### src/rtl/hdlc_rx_pkg.sv
package hdlc_rx_pkg;

  typedef enum logic [2:0] {
    TERM_NONE    = 3'b000,
    TERM_GOOD    = 3'b010,
    TERM_BADFCS  = 3'b011,
    TERM_ABORT   = 3'b100,
    TERM_INVALID = 3'b101
  } term_e;

  localparam logic [15:0] FCS_POLY_REFL   = 16'h8408;
  localparam logic [15:0] FCS_INIT        = 16'hFFFF;
  localparam logic [15:0] FCS_GOOD_RESID  = 16'hF0B8;
  localparam int          MIN_FRAME_BYTES = 4;

  // One byte through the reflected CRC-16, least significant bit first.
  function automatic logic [15:0] fcs_byte(input logic [15:0] crc_in, input logic [7:0] d);
    logic [15:0] c;
    c = crc_in;
    for (int i = 0; i < 8; i++) begin
      if (c[0] ^ d[i]) c = (c >> 1) ^ FCS_POLY_REFL;
      else             c = c >> 1;
    end
    return c;
  endfunction

endpackage

### src/rtl/hdlc_unstuff.sv
module hdlc_unstuff (
  input  logic clk,
  input  logic rst,
  input  logic en,
  input  logic bit_i,
  input  logic vld_i,
  output logic dbit_o,
  output logic dvld_o,
  output logic flag_o,
  output logic abort_o
);
  logic [2:0] ones;

  always_ff @(posedge clk) begin
    if (rst || !en) begin
      ones    <= 3'd0;
      dbit_o  <= 1'b0;
      dvld_o  <= 1'b0;
      flag_o  <= 1'b0;
      abort_o <= 1'b0;
    end else begin
      dvld_o  <= 1'b0;
      flag_o  <= 1'b0;
      abort_o <= 1'b0;
      if (vld_i) begin
        if (bit_i) begin
          if (ones == 3'd6) begin
            abort_o <= 1'b1;
            ones    <= 3'd7;
          end else if (ones != 3'd7) begin
            ones   <= ones + 3'd1;
            dbit_o <= 1'b1;
            dvld_o <= 1'b1;
          end
        end else begin
          ones <= 3'd0;
          if (ones == 3'd6) begin
            flag_o <= 1'b1;
          end else if (ones < 3'd5) begin
            dbit_o <= 1'b0;
            dvld_o <= 1'b1;
          end
        end
      end
    end
  end

  // the zero after five ones never becomes a data bit
  a_r11_stuffed_zero_dropped: assert property (@(posedge clk) disable iff (rst)
    (en && vld_i && !bit_i && ones == 3'd5) |=> !dvld_o);

  // a flag and an abort are never reported together
  a_r12_flag_abort_exclusive: assert property (@(posedge clk) disable iff (rst)
    !(flag_o && abort_o));

endmodule

### src/rtl/hdlc_frame_asm.sv
module hdlc_frame_asm
  import hdlc_rx_pkg::*;
#(
  parameter int CNT_W = 8
) (
  input  logic       clk,
  input  logic       rst,
  input  logic       en,
  input  logic       dbit_i,
  input  logic       dvld_i,
  input  logic       flag_i,
  input  logic       abort_i,
  output logic       wr_o,
  output logic [7:0] wr_data_o,
  output logic       term_o,
  output term_e      term_code_o
);
  logic             in_frame;
  logic [7:0]       shreg;
  logic [2:0]       bitcnt;
  logic [CNT_W-1:0] nbytes;
  logic [15:0]      crc;
  logic [7:0]       hold0, hold1;
  logic [1:0]       held_n;
  logic [7:0]       new_byte;

  assign new_byte = {dbit_i, shreg[7:1]};

  always_ff @(posedge clk) begin
    if (rst || !en) begin
      in_frame    <= 1'b0;
      shreg       <= 8'd0;
      bitcnt      <= 3'd0;
      nbytes      <= '0;
      crc         <= FCS_INIT;
      hold0       <= 8'd0;
      hold1       <= 8'd0;
      held_n      <= 2'd0;
      wr_o        <= 1'b0;
      wr_data_o   <= 8'd0;
      term_o      <= 1'b0;
      term_code_o <= TERM_NONE;
    end else begin
      wr_o   <= 1'b0;
      term_o <= 1'b0;
      if (flag_i) begin
        if (in_frame && (nbytes != '0 || bitcnt != 3'd7)) begin
          term_o <= 1'b1;
          if (bitcnt != 3'd7 || nbytes < CNT_W'(MIN_FRAME_BYTES))
            term_code_o <= TERM_INVALID;
          else if (crc == FCS_GOOD_RESID)
            term_code_o <= TERM_GOOD;
          else
            term_code_o <= TERM_BADFCS;
        end
        in_frame <= 1'b1;
        bitcnt   <= 3'd0;
        nbytes   <= '0;
        crc      <= FCS_INIT;
        held_n   <= 2'd0;
      end else if (abort_i) begin
        if (in_frame && nbytes != '0) begin
          term_o      <= 1'b1;
          term_code_o <= TERM_ABORT;
        end
        in_frame <= 1'b0;
        bitcnt   <= 3'd0;
        nbytes   <= '0;
        crc      <= FCS_INIT;
        held_n   <= 2'd0;
      end else if (dvld_i && in_frame) begin
        shreg  <= new_byte;
        bitcnt <= bitcnt + 3'd1;
        if (bitcnt == 3'd7) begin
          crc <= fcs_byte(crc, new_byte);
          if (nbytes != '1) nbytes <= nbytes + CNT_W'(1);
          if (held_n == 2'd2) begin
            wr_o      <= 1'b1;
            wr_data_o <= hold1;
          end else begin
            held_n <= held_n + 2'd1;
          end
          hold1 <= hold0;
          hold0 <= new_byte;
        end
      end
    end
  end

  // an abort never commits a byte
  a_r5_abort_no_write: assert property (@(posedge clk) disable iff (rst)
    abort_i |=> !wr_o);

  // reported codes are always from the defined set
  a_r6_code_legal: assert property (@(posedge clk) disable iff (rst)
    term_o |-> term_code_o inside {TERM_GOOD, TERM_BADFCS, TERM_ABORT, TERM_INVALID});

endmodule

### src/rtl/hdlc_rx_fifo.sv
module hdlc_rx_fifo #(
  parameter int DW    = 8,
  parameter int DEPTH = 16,
  localparam int AW   = $clog2(DEPTH)
) (
  input  logic          clk,
  input  logic          rst,
  input  logic          wr_i,
  input  logic [DW-1:0] wdata_i,
  input  logic          rd_i,
  output logic [DW-1:0] rdata_o,
  output logic [AW:0]   count_o,
  output logic          acc_o,
  output logic          full_evt_o,
  output logic          ovf_evt_o
);
  logic [DW-1:0] mem [DEPTH];
  logic [AW-1:0] wptr, rptr;
  logic          full, empty, wr_ok, rd_ok;

  assign full       = (count_o == (AW+1)'(DEPTH));
  assign empty      = (count_o == '0);
  assign wr_ok      = wr_i && !full;
  assign rd_ok      = rd_i && !empty;
  assign acc_o      = wr_ok;
  assign ovf_evt_o  = wr_i && full;
  assign full_evt_o = wr_ok && !rd_ok && (count_o == (AW+1)'(DEPTH - 1));

  always_ff @(posedge clk) begin
    if (wr_ok) mem[wptr] <= wdata_i;
  end

  always_ff @(posedge clk) begin
    if (rst) begin
      wptr    <= '0;
      rptr    <= '0;
      count_o <= '0;
      rdata_o <= '0;
    end else begin
      if (wr_ok) wptr <= wptr + AW'(1);
      if (rd_ok) begin
        rptr    <= rptr + AW'(1);
        rdata_o <= mem[rptr];
      end
      if (wr_ok && !rd_ok)      count_o <= count_o + (AW+1)'(1);
      else if (rd_ok && !wr_ok) count_o <= count_o - (AW+1)'(1);
    end
  end

  a_r7_depth_bound: assert property (@(posedge clk) disable iff (rst)
    count_o <= (AW+1)'(DEPTH));

  a_r7_full_drops_write: assert property (@(posedge clk) disable iff (rst)
    (wr_i && full && !rd_i) |=> count_o == $past(count_o));

  a_r7_read_removes_one: assert property (@(posedge clk) disable iff (rst)
    (rd_i && !empty && !wr_i) |=> count_o == $past(count_o) - (AW+1)'(1));

endmodule

### src/rtl/hdlc_rx_deframer.sv
module hdlc_rx_deframer
  import hdlc_rx_pkg::*;
#(
  parameter int FIFO_DEPTH = 16,
  parameter int LEN_W      = 8,
  localparam int AW        = $clog2(FIFO_DEPTH)
) (
  input  logic             clk,
  input  logic             rst,
  input  logic             rx_en,
  input  logic             rx_bit,
  input  logic             rx_bit_vld,
  input  logic             rd_stb,
  input  logic             stat_clr,
  output logic [7:0]       rd_data,
  output logic [AW:0]      fifo_depth,
  output logic [LEN_W-1:0] msg_len,
  output logic [2:0]       term_stat,
  output logic [1:0]       fifo_stat,
  output logic [2:0]       last_term,
  output logic [1:0]       last_fifo,
  output logic             irq
);
  logic       dbit, dvld, flag, abrt;
  logic       fifo_wr, fifo_acc, full_evt, ovf_evt, term_v;
  logic [7:0] fifo_wdata;
  term_e      term_code;

  logic [LEN_W-1:0] len_cnt;
  logic [1:0]       frm_fs;
  logic [1:0]       evt_pend;

  hdlc_unstuff u_unstuff (
    .clk(clk), .rst(rst), .en(rx_en), .bit_i(rx_bit), .vld_i(rx_bit_vld),
    .dbit_o(dbit), .dvld_o(dvld), .flag_o(flag), .abort_o(abrt)
  );

  hdlc_frame_asm #(.CNT_W(LEN_W)) u_asm (
    .clk(clk), .rst(rst), .en(rx_en), .dbit_i(dbit), .dvld_i(dvld),
    .flag_i(flag), .abort_i(abrt), .wr_o(fifo_wr), .wr_data_o(fifo_wdata),
    .term_o(term_v), .term_code_o(term_code)
  );

  hdlc_rx_fifo #(.DW(8), .DEPTH(FIFO_DEPTH)) u_fifo (
    .clk(clk), .rst(rst), .wr_i(fifo_wr), .wdata_i(fifo_wdata), .rd_i(rd_stb),
    .rdata_o(rd_data), .count_o(fifo_depth), .acc_o(fifo_acc),
    .full_evt_o(full_evt), .ovf_evt_o(ovf_evt)
  );

  always_ff @(posedge clk) begin
    if (rst) begin
      len_cnt   <= '0;
      frm_fs    <= 2'b00;
      evt_pend  <= 2'b00;
      msg_len   <= '0;
      term_stat <= 3'b000;
      fifo_stat <= 2'b00;
      last_term <= 3'b000;
      last_fifo <= 2'b00;
      irq       <= 1'b0;
    end else begin
      if (!rx_en) begin
        len_cnt <= '0;
        frm_fs  <= 2'b00;
      end else begin
        if (fifo_acc && len_cnt != '1) len_cnt <= len_cnt + LEN_W'(1);
        frm_fs <= frm_fs | {ovf_evt, full_evt};
      end
      evt_pend <= evt_pend | {ovf_evt, full_evt};
      if (stat_clr) begin
        msg_len   <= '0;
        term_stat <= 3'b000;
        fifo_stat <= 2'b00;
        evt_pend  <= 2'b00;
      end
      if (term_v) begin
        msg_len   <= len_cnt;
        term_stat <= term_code;
        fifo_stat <= frm_fs;
        last_term <= term_code;
        last_fifo <= frm_fs;
        len_cnt   <= '0;
        frm_fs    <= 2'b00;
      end
      irq <= (term_stat != 3'b000) || (evt_pend != 2'b00);
    end
  end

  // length register changes only on a termination or a host clear
  a_r9_len_hold: assert property (@(posedge clk) disable iff (rst)
    (!term_v && !stat_clr) |=> $stable(msg_len));

  // nothing reaches the FIFO while the receiver is disabled
  a_r2_disabled_no_store: assert property (@(posedge clk) disable iff (rst)
    !rx_en |=> !fifo_wr);

  // an overflow event is followed by a raised interrupt two cycles on
  a_r8_irq_on_overflow: assert property (@(posedge clk) disable iff (rst)
    (ovf_evt && !stat_clr) ##1 !stat_clr |=> irq);

endmodule

### config.mk
export PLATFORM = sky130hd
export DESIGN_NAME = hdlc_rx_deframer
export DESIGN_NICKNAME = d
export VERILOG_FILES = /design/src/rtl/hdlc_rx_pkg.sv /design/src/rtl/hdlc_unstuff.sv /design/src/rtl/hdlc_frame_asm.sv /design/src/rtl/hdlc_rx_fifo.sv /design/src/rtl/hdlc_rx_deframer.sv
export SDC_FILE = /design/constraint.sdc
export NUM_CORES = 1
export LEC_CHECK = 0
export ABC_AREA = 1
export BUFFER_PORTS_ARGS = -buffer_cell sky130_fd_sc_hd__buf_2
export CORE_AREA = 2 2 155 157
export DETAILED_ROUTE_END_ITERATION = 16
export DIE_AREA = 0 0 157 159
export PLACE_DENSITY_LB_ADDON = 0.15
export SYNTH_ARGS = -nofsm -noshare
export SYNTH_HDL_FRONTEND = slang
export SYNTH_SLANG_ARGS = --single-unit
### constraint.sdc
create_clock -name clk -period 4.8 [get_ports clk]
set_input_delay 0.24 -clock clk [delete_from_list [all_inputs] [get_ports clk]]
set_output_delay 0.24 -clock clk [all_outputs]
set_load 0.01 [all_outputs]
==> qor.yml, run 1 <==
outcome: "finished, final reports clean"
relSlewSlack: 0.259
grt_max_degree: 67
io_pins: 39
syn-cell-area_um2: 11000
worst_pin_slew_ns: 1.11
p_leak_uw: 0.00518
area_delta_synth_final_pct: 11.1
synth_fp_nets: 1276
wirelength_um: 24400
synth_top_area_cell: "edfxtp_1"
ant_nets: 0
yosysWarnings: 0
tns_ns: 0
drive_gt1_frac: 0.0873
cts_tree: "done"
cts.sink_count: 253
finalInstanceArea_um2: 12200
synthTopCellsByArea: "edfxtp_1 35%, dfxtp_1 23%, nand2_1 12%"
finalHoldViolCount: 0
utilization: 0.525
async_reset_ff_frac: 0
slew_viol_final: 0
cts_resized: 0
ys.flop_type: "edfxtp_1"
hp-class: "primary input to flop"
grt_pass1_wl_um: 39800
final_nets: 1300
wl_per_cell_um: 15.1
skew_ns: 0.0109
avgSynthCellArea_um2: 8.76
rows: 56
clk_pin_slew_worst_paths_ns: 0.06
dr.pass1.iters: 5
post-route-period-util: 0.476
crit_path_start_kind: "flop"
dpl_cell_area_um2: 11300
dp_hpwl_um: 15700
multi_input_area_um2: 3800
detailroute.via_count: 8026
p_per_area_nw_per_um2: 425
drt_iter0_markers: 501
holdWs_ns: 0.0261
grt_usage: 0.198
die_h_um: 159
fp.coreArea_um2: 23200
critPathKind: "flop to flop"
synth_top_area_share: 0.351
clockBufferDepth: 3
ys_seq_elements: 253
ys_types: 43
maxCapViolCount: 0
overflow: 0
cts-htree-levels: 1
syn_inst: 1250
worst_ep_required_time_ns: 5.23
drc: 0
antenna_found_initial: 0
arrival_ns: 2.72
rsz0062_at_grt: "no"
timing.fmax_mhz: 438
setup_viol: 0
die_width_um: 157
final_common_cell: "nand2_1"
clockRootBuffer: "clkbuf_16"
n_antenna_cell: 0
clock_latency_ns: 0.54
avgViaCountPerCell: 4.97
synth_enable_flop_cells: 128
fill_cells: 2155
path_max_fanout: 7
period_minus_slack_ns: 2.28
io_buffers: 38
synth_seq_area_share: 0.579
cts_buffers: 27
layout_common_cells: "357 x nand2_1, 133 x inv_1, 128 x edfxtp_1, 124 x dfxtp_1, 120 x nand3_1"
seqCellArea_um2: 6350
max-vdd-ir-drop_mv: 0.245
start_util: 0.472
endpoint_kind: "flop"
grt_pass1_vias: 7656
die_area_um2: 25000
place_congestion: 0.816
[where the power goes]
part           leakage [uW]  switching [uW]  internal [uW]  total (uW)
Sequential          0.00232            62.7           2300        2370
Combinational       0.00245             584            264         848
Clock              0.000408             847           1110        1960
Total               0.00518            1490           3680        5170
[synth_stat cells, types with 4 or more instances]
| cell type | count |
|---|---|
| a21oi_1 | 76 |
| buf_2 | 29 |
| buf_4 | 5 |
| clkbuf_1 | 11 |
| dfxtp_1 | 125 |
| edfxtp_1 | 128 |
| ha_1 | 18 |
| inv_1 | 133 |
| inv_2 | 10 |
| nand2_1 | 357 |
| nand2_2 | 8 |
| nand3_1 | 120 |
| nand4_1 | 5 |
| nor2_1 | 104 |
| nor3_1 | 4 |
| o211ai_1 | 5 |
| o21ai_0 | 55 |
| xnor2_1 | 12 |
| xor2_1 | 17 |
[final cells by class]
cell class / count / share of cell area
Clock buffer: 35 / 0.0588
Multi-Input combinational cell: 802 / 0.312
Clock inverter: 15 / 0.00946
Inverter: 147 / 0.0456
Sequential cell: 253 / 0.522
Timing Repair Buffer: 43 / 0.0191
Tap cell: 319 / 0.0328
[what timing repair did]
action | 4_1_cts | 5_1_grt
hold buffers | 2 | 0
endpoints found under the hold margin | 4 | 0
setup buffers | 0 | 0
[worst max-delay path, cell delays in order, from the launching register on]
cell	delay (ns)
dfxtp_1	0.42
inv_1	0.11
nand4_1	0.14
nand2_2	0.10
inv_2	0.15
ha_1	0.21
inv_1	0.12
ha_1	0.35
a21oi_1	0.15
nand2_1	0.09
xor2_1	0.14
o21ai_0	0.13
inv_1	0.05
[state kept, by name, indices dropped and copies added, names as in the netlist, 2 cells and up]
register           cells
evt_pend               2
fifo_stat              2
frm_fs                 2
last_fifo              2
last_term              3
len_cnt                8
msg_len                8
term_stat              3
u_asm.bitcnt           3
u_asm.crc             16
u_asm.held_n           2
u_asm.hold0            8
u_asm.hold1            8
u_asm.nbytes           8
u_asm.shreg            7
u_asm.term_code_o      3
u_asm.wr_data_o        8
u_fifo.count_o         5
u_fifo.mem           128
u_fifo.rdata_o         8
u_fifo.rptr            4
u_fifo.wptr            4
u_unstuff.ones         3
[worst paths after layout]
kind	from	slack [ns]	cells past startpoint	endpoint
max	u_fifo.count_o[1]	2.52	12	u_fifo.count_o[3]
min	rx_bit	0.03	3	u_unstuff.ones[1]
max reg2reg	u_fifo.count_o[1]	2.52	12	u_fifo.count_o[3]
min reg2reg	evt_pend[1]	0.46	2	evt_pend[1]
[routing by layer]
metal  part of all wire  vias to the layer above  GRT usage  wire, um
met5                  0                        -          0         0
met3              0.039                       47     0.0275       953
met4              0.028                        0     0.0567       676
li1                   -                     4101          -         -
met1               0.46                     3714      0.269     11100
met2               0.48                      164      0.332     11600
[cell families (layout without fill, tap and decap cells)]
group | after synthesis | in the layout | synth area share
AO/OA/AOI/OAI | 144 | 144 | 0.0688
XOR/XNOR | 29 | 29 | 0.0232
adder cells (fa/ha/maj) | 19 | 19 | 0.0224
buffers and inverters | 195 | 240 | 0.0735
flip-flops | 253 | 253 | 0.579
AND/OR/NAND/NOR | 610 | 610 | 0.233
[through the flow]
step	instances	setup slack (ns)	total power [uW]
after floorplan	1250	2.74	3030
after global placement	1562	2.52	3260
after detailed placement	1562	2.49	3260
after CTS	1614	2.52	5220
after global routing	1614	2.26	5410
final	1614	2.52	5170
(Power assumes the default switching activity.)
==> run 2, diff against run 1 <==
==> constraint.sdc (replaced) <==
create_clock -name clk -period 2.3 [get_ports clk]
set_input_delay 0.115 -clock clk [delete_from_list [all_inputs] [get_ports clk]]
set_output_delay 0.115 -clock clk [all_outputs]
set_load 0.01 [all_outputs]
==> qor.yml, run 2 (synthesis results as in run 1) <==
largest_reg_flops: 128
wl_per_cell_um: 14.4
final_nets: 1334
finalInstanceArea_um2: 12500
cts-htree-levels: 1
detailroute.via_count: 8088
p_leak_uw: 0.00537
relSlewSlack: 0.434
p_per_area_nw_per_um2: 903
dpl_cell_area_um2: 11500
endpoint_kind: "flop"
worst_ep_required_time_ns: 2.72
die_h_um: 159
fp.coreArea_um2: 23200
switching_power_uw: 3190
maxCapViolCount: 0
antenna_found_initial: 0
grt_usage: 0.193
top_regs: "u_fifo.mem x128, u_asm.crc x16"
skew_ns: 0.0156
critPathKind: "flop to flop"
grt_pass1_vias: 7782
max-vdd-ir-drop_mv: 0.634
hp-class: "primary input to flop"
cts.sink_count: 253
drc: 0
layout_common_cells: "357 x nand2_1, 132 x inv_1, 128 x edfxtp_1, 124 x dfxtp_1, 120 x nand3_1"
die_width_um: 157
clockPowerShare: 0.378
rows: 56
combPwrFrac: 0.187
switching_share: 0.283
worst_pin_slew_ns: 0.848
area_delta_synth_final_pct: 13.9
clk_pin_slew_worst_paths_ns: 0.06
max_stage_delay_ns: 0.35
path_cells: "nor2_1, nand4_1, nand2_2, inv_2, ha_1, inv_2, ha_1, a21oi_1, nand2_1, xor2_1, o21ai_0, inv_1"
overflow: 0
finalHoldViolCount: 0
r2r_cells: 12
clockBufferDepth: 3
tns_ns: 0
crit_path_start_kind: "flop"
path_max_fanout: 6
cts_tree: "done"
ant_nets: 0
cp_slowest_cell: "dfxtp_1"
reg2reg_from: "u_fifo.count_o[3]"
r2r_slack_ns: 0.17
rsz0062_at_grt: "no"
post-route-period-util: 0.925
top_register: "u_fifo.mem"
worstHoldPathCells: 4
drt_iter0_markers: 423
slew_viol_final: 0
period_minus_slack_ns: 2.13
min_to: "u_fifo.rptr[0]"
setup_viol: 0
dp_hpwl_um: 15400
cts_buffers: 27
timing.fmax_mhz: 470
drive_gt1_frac: 0.105
avgViaCountPerCell: 4.91
io_buffers: 38
hold_start: "rd_stb"
place_congestion: 0.791
arrival_ns: 2.55
clock_latency_ns: 0.54
clockRootBuffer: "clkbuf_16"
dr.pass1.iters: 4
outcome: "finished, final reports clean"
final_common_cell: "nand2_1"
grt_max_degree: 67
reg2reg_to: "u_fifo.count_o[3]"
intPower_uw: 8080
grt_pass1_wl_um: 38600
wirelength_um: 23800
start_util: 0.472
die_area_um2: 25000
seqPwrFrac: 0.435
io_pins: 39
## run 2: final cells by class
class                      count  area (um^2)
multi-input combinational    802         3800
antenna                        1         2.50
clock inverter                11          133
timing repair buffer          77          495
inverter                     147          554
clock buffer                  38          747
fill                        2160        10700
sequential                   253         6350
tap                          319          399
## run 2: layer usage
layer | track usage | routed length, um | vias up
met5 | 0 | 0 | -
met2 | 0.343 | 12100 | 114
met1 | 0.246 | 10400 | 3768
li1 | - | - | 4163
met4 | 0.0563 | 623 | 0
met3 | 0.0245 | 718 | 43
## run 2: power groups by stage
stage | Combinational [uW] | Clock [uW] | Sequential [uW]
after floorplan | 1430 | 0 | 5040
after global placement | 2100 | 0 | 4990
after detailed placement | 2110 | 0 | 5000
after CTS | 2120 | 4370 | 4900
after global routing | 2380 | 4550 | 4910
final | 2110 | 4270 | 4900
## run 2: worst max-delay path: cells and delay by family (launching register included)
family,cells,cell delay [ns]
simple gates,4,0.54
fa+ha+maj,2,0.50
flops,1,0.35
compound gates,2,0.30
buf+inv,3,0.21
xor+xnor,1,0.14
## run 2: worst max-delay path by stage
| stage | end | startpoint | depth (start not counted) | slack (ns) |
|---|---|---|---|---|
| 2_1_floorplan | u_fifo.count_o[3] | u_fifo.count_o[1] | 12 | 0.24 |
| 3_3_place_gp | u_fifo.count_o[3] | u_fifo.count_o[3] | 12 | 0.18 |
| 3_5_place_dp | u_fifo.count_o[3] | u_fifo.count_o[3] | 12 | 0.13 |
| 4_1_cts | u_fifo.count_o[3] | u_fifo.count_o[3] | 12 | 0.12 |
| 5_1_grt | u_fifo.count_o[3] | u_fifo.count_o[3] | 12 | 0.01 |
| 6_report | u_fifo.count_o[3] | u_fifo.count_o[3] | 12 | 0.17 |
## run 2: stage by stage
step / power [uW] / hold WS, ns / worst slack, ns / std cells / utilization
floorplan: 6470 / 0.276 / 0.238 / 1250 / -
global placement: 7090 / 0.387 / 0.179 / 1593 / 0.498
detailed placement: 7100 / 0.386 / 0.131 / 1593 / 0.498
CTS: 11400 / 0.00225 / 0.119 / 1647 / 0.538
global route: 11800 / 0.0195 / 0.0112 / 1647 / 0.538
finish: 11300 / 0.0273 / 0.172 / 1648 / 0.538
## run 2: repair_timing
action,CTS,global route
buffers inserted,0,0
hold endpoints to repair,16,0
endpoints found under the setup margin,0,1
hold buffers,5,0
resized for setup,0,1
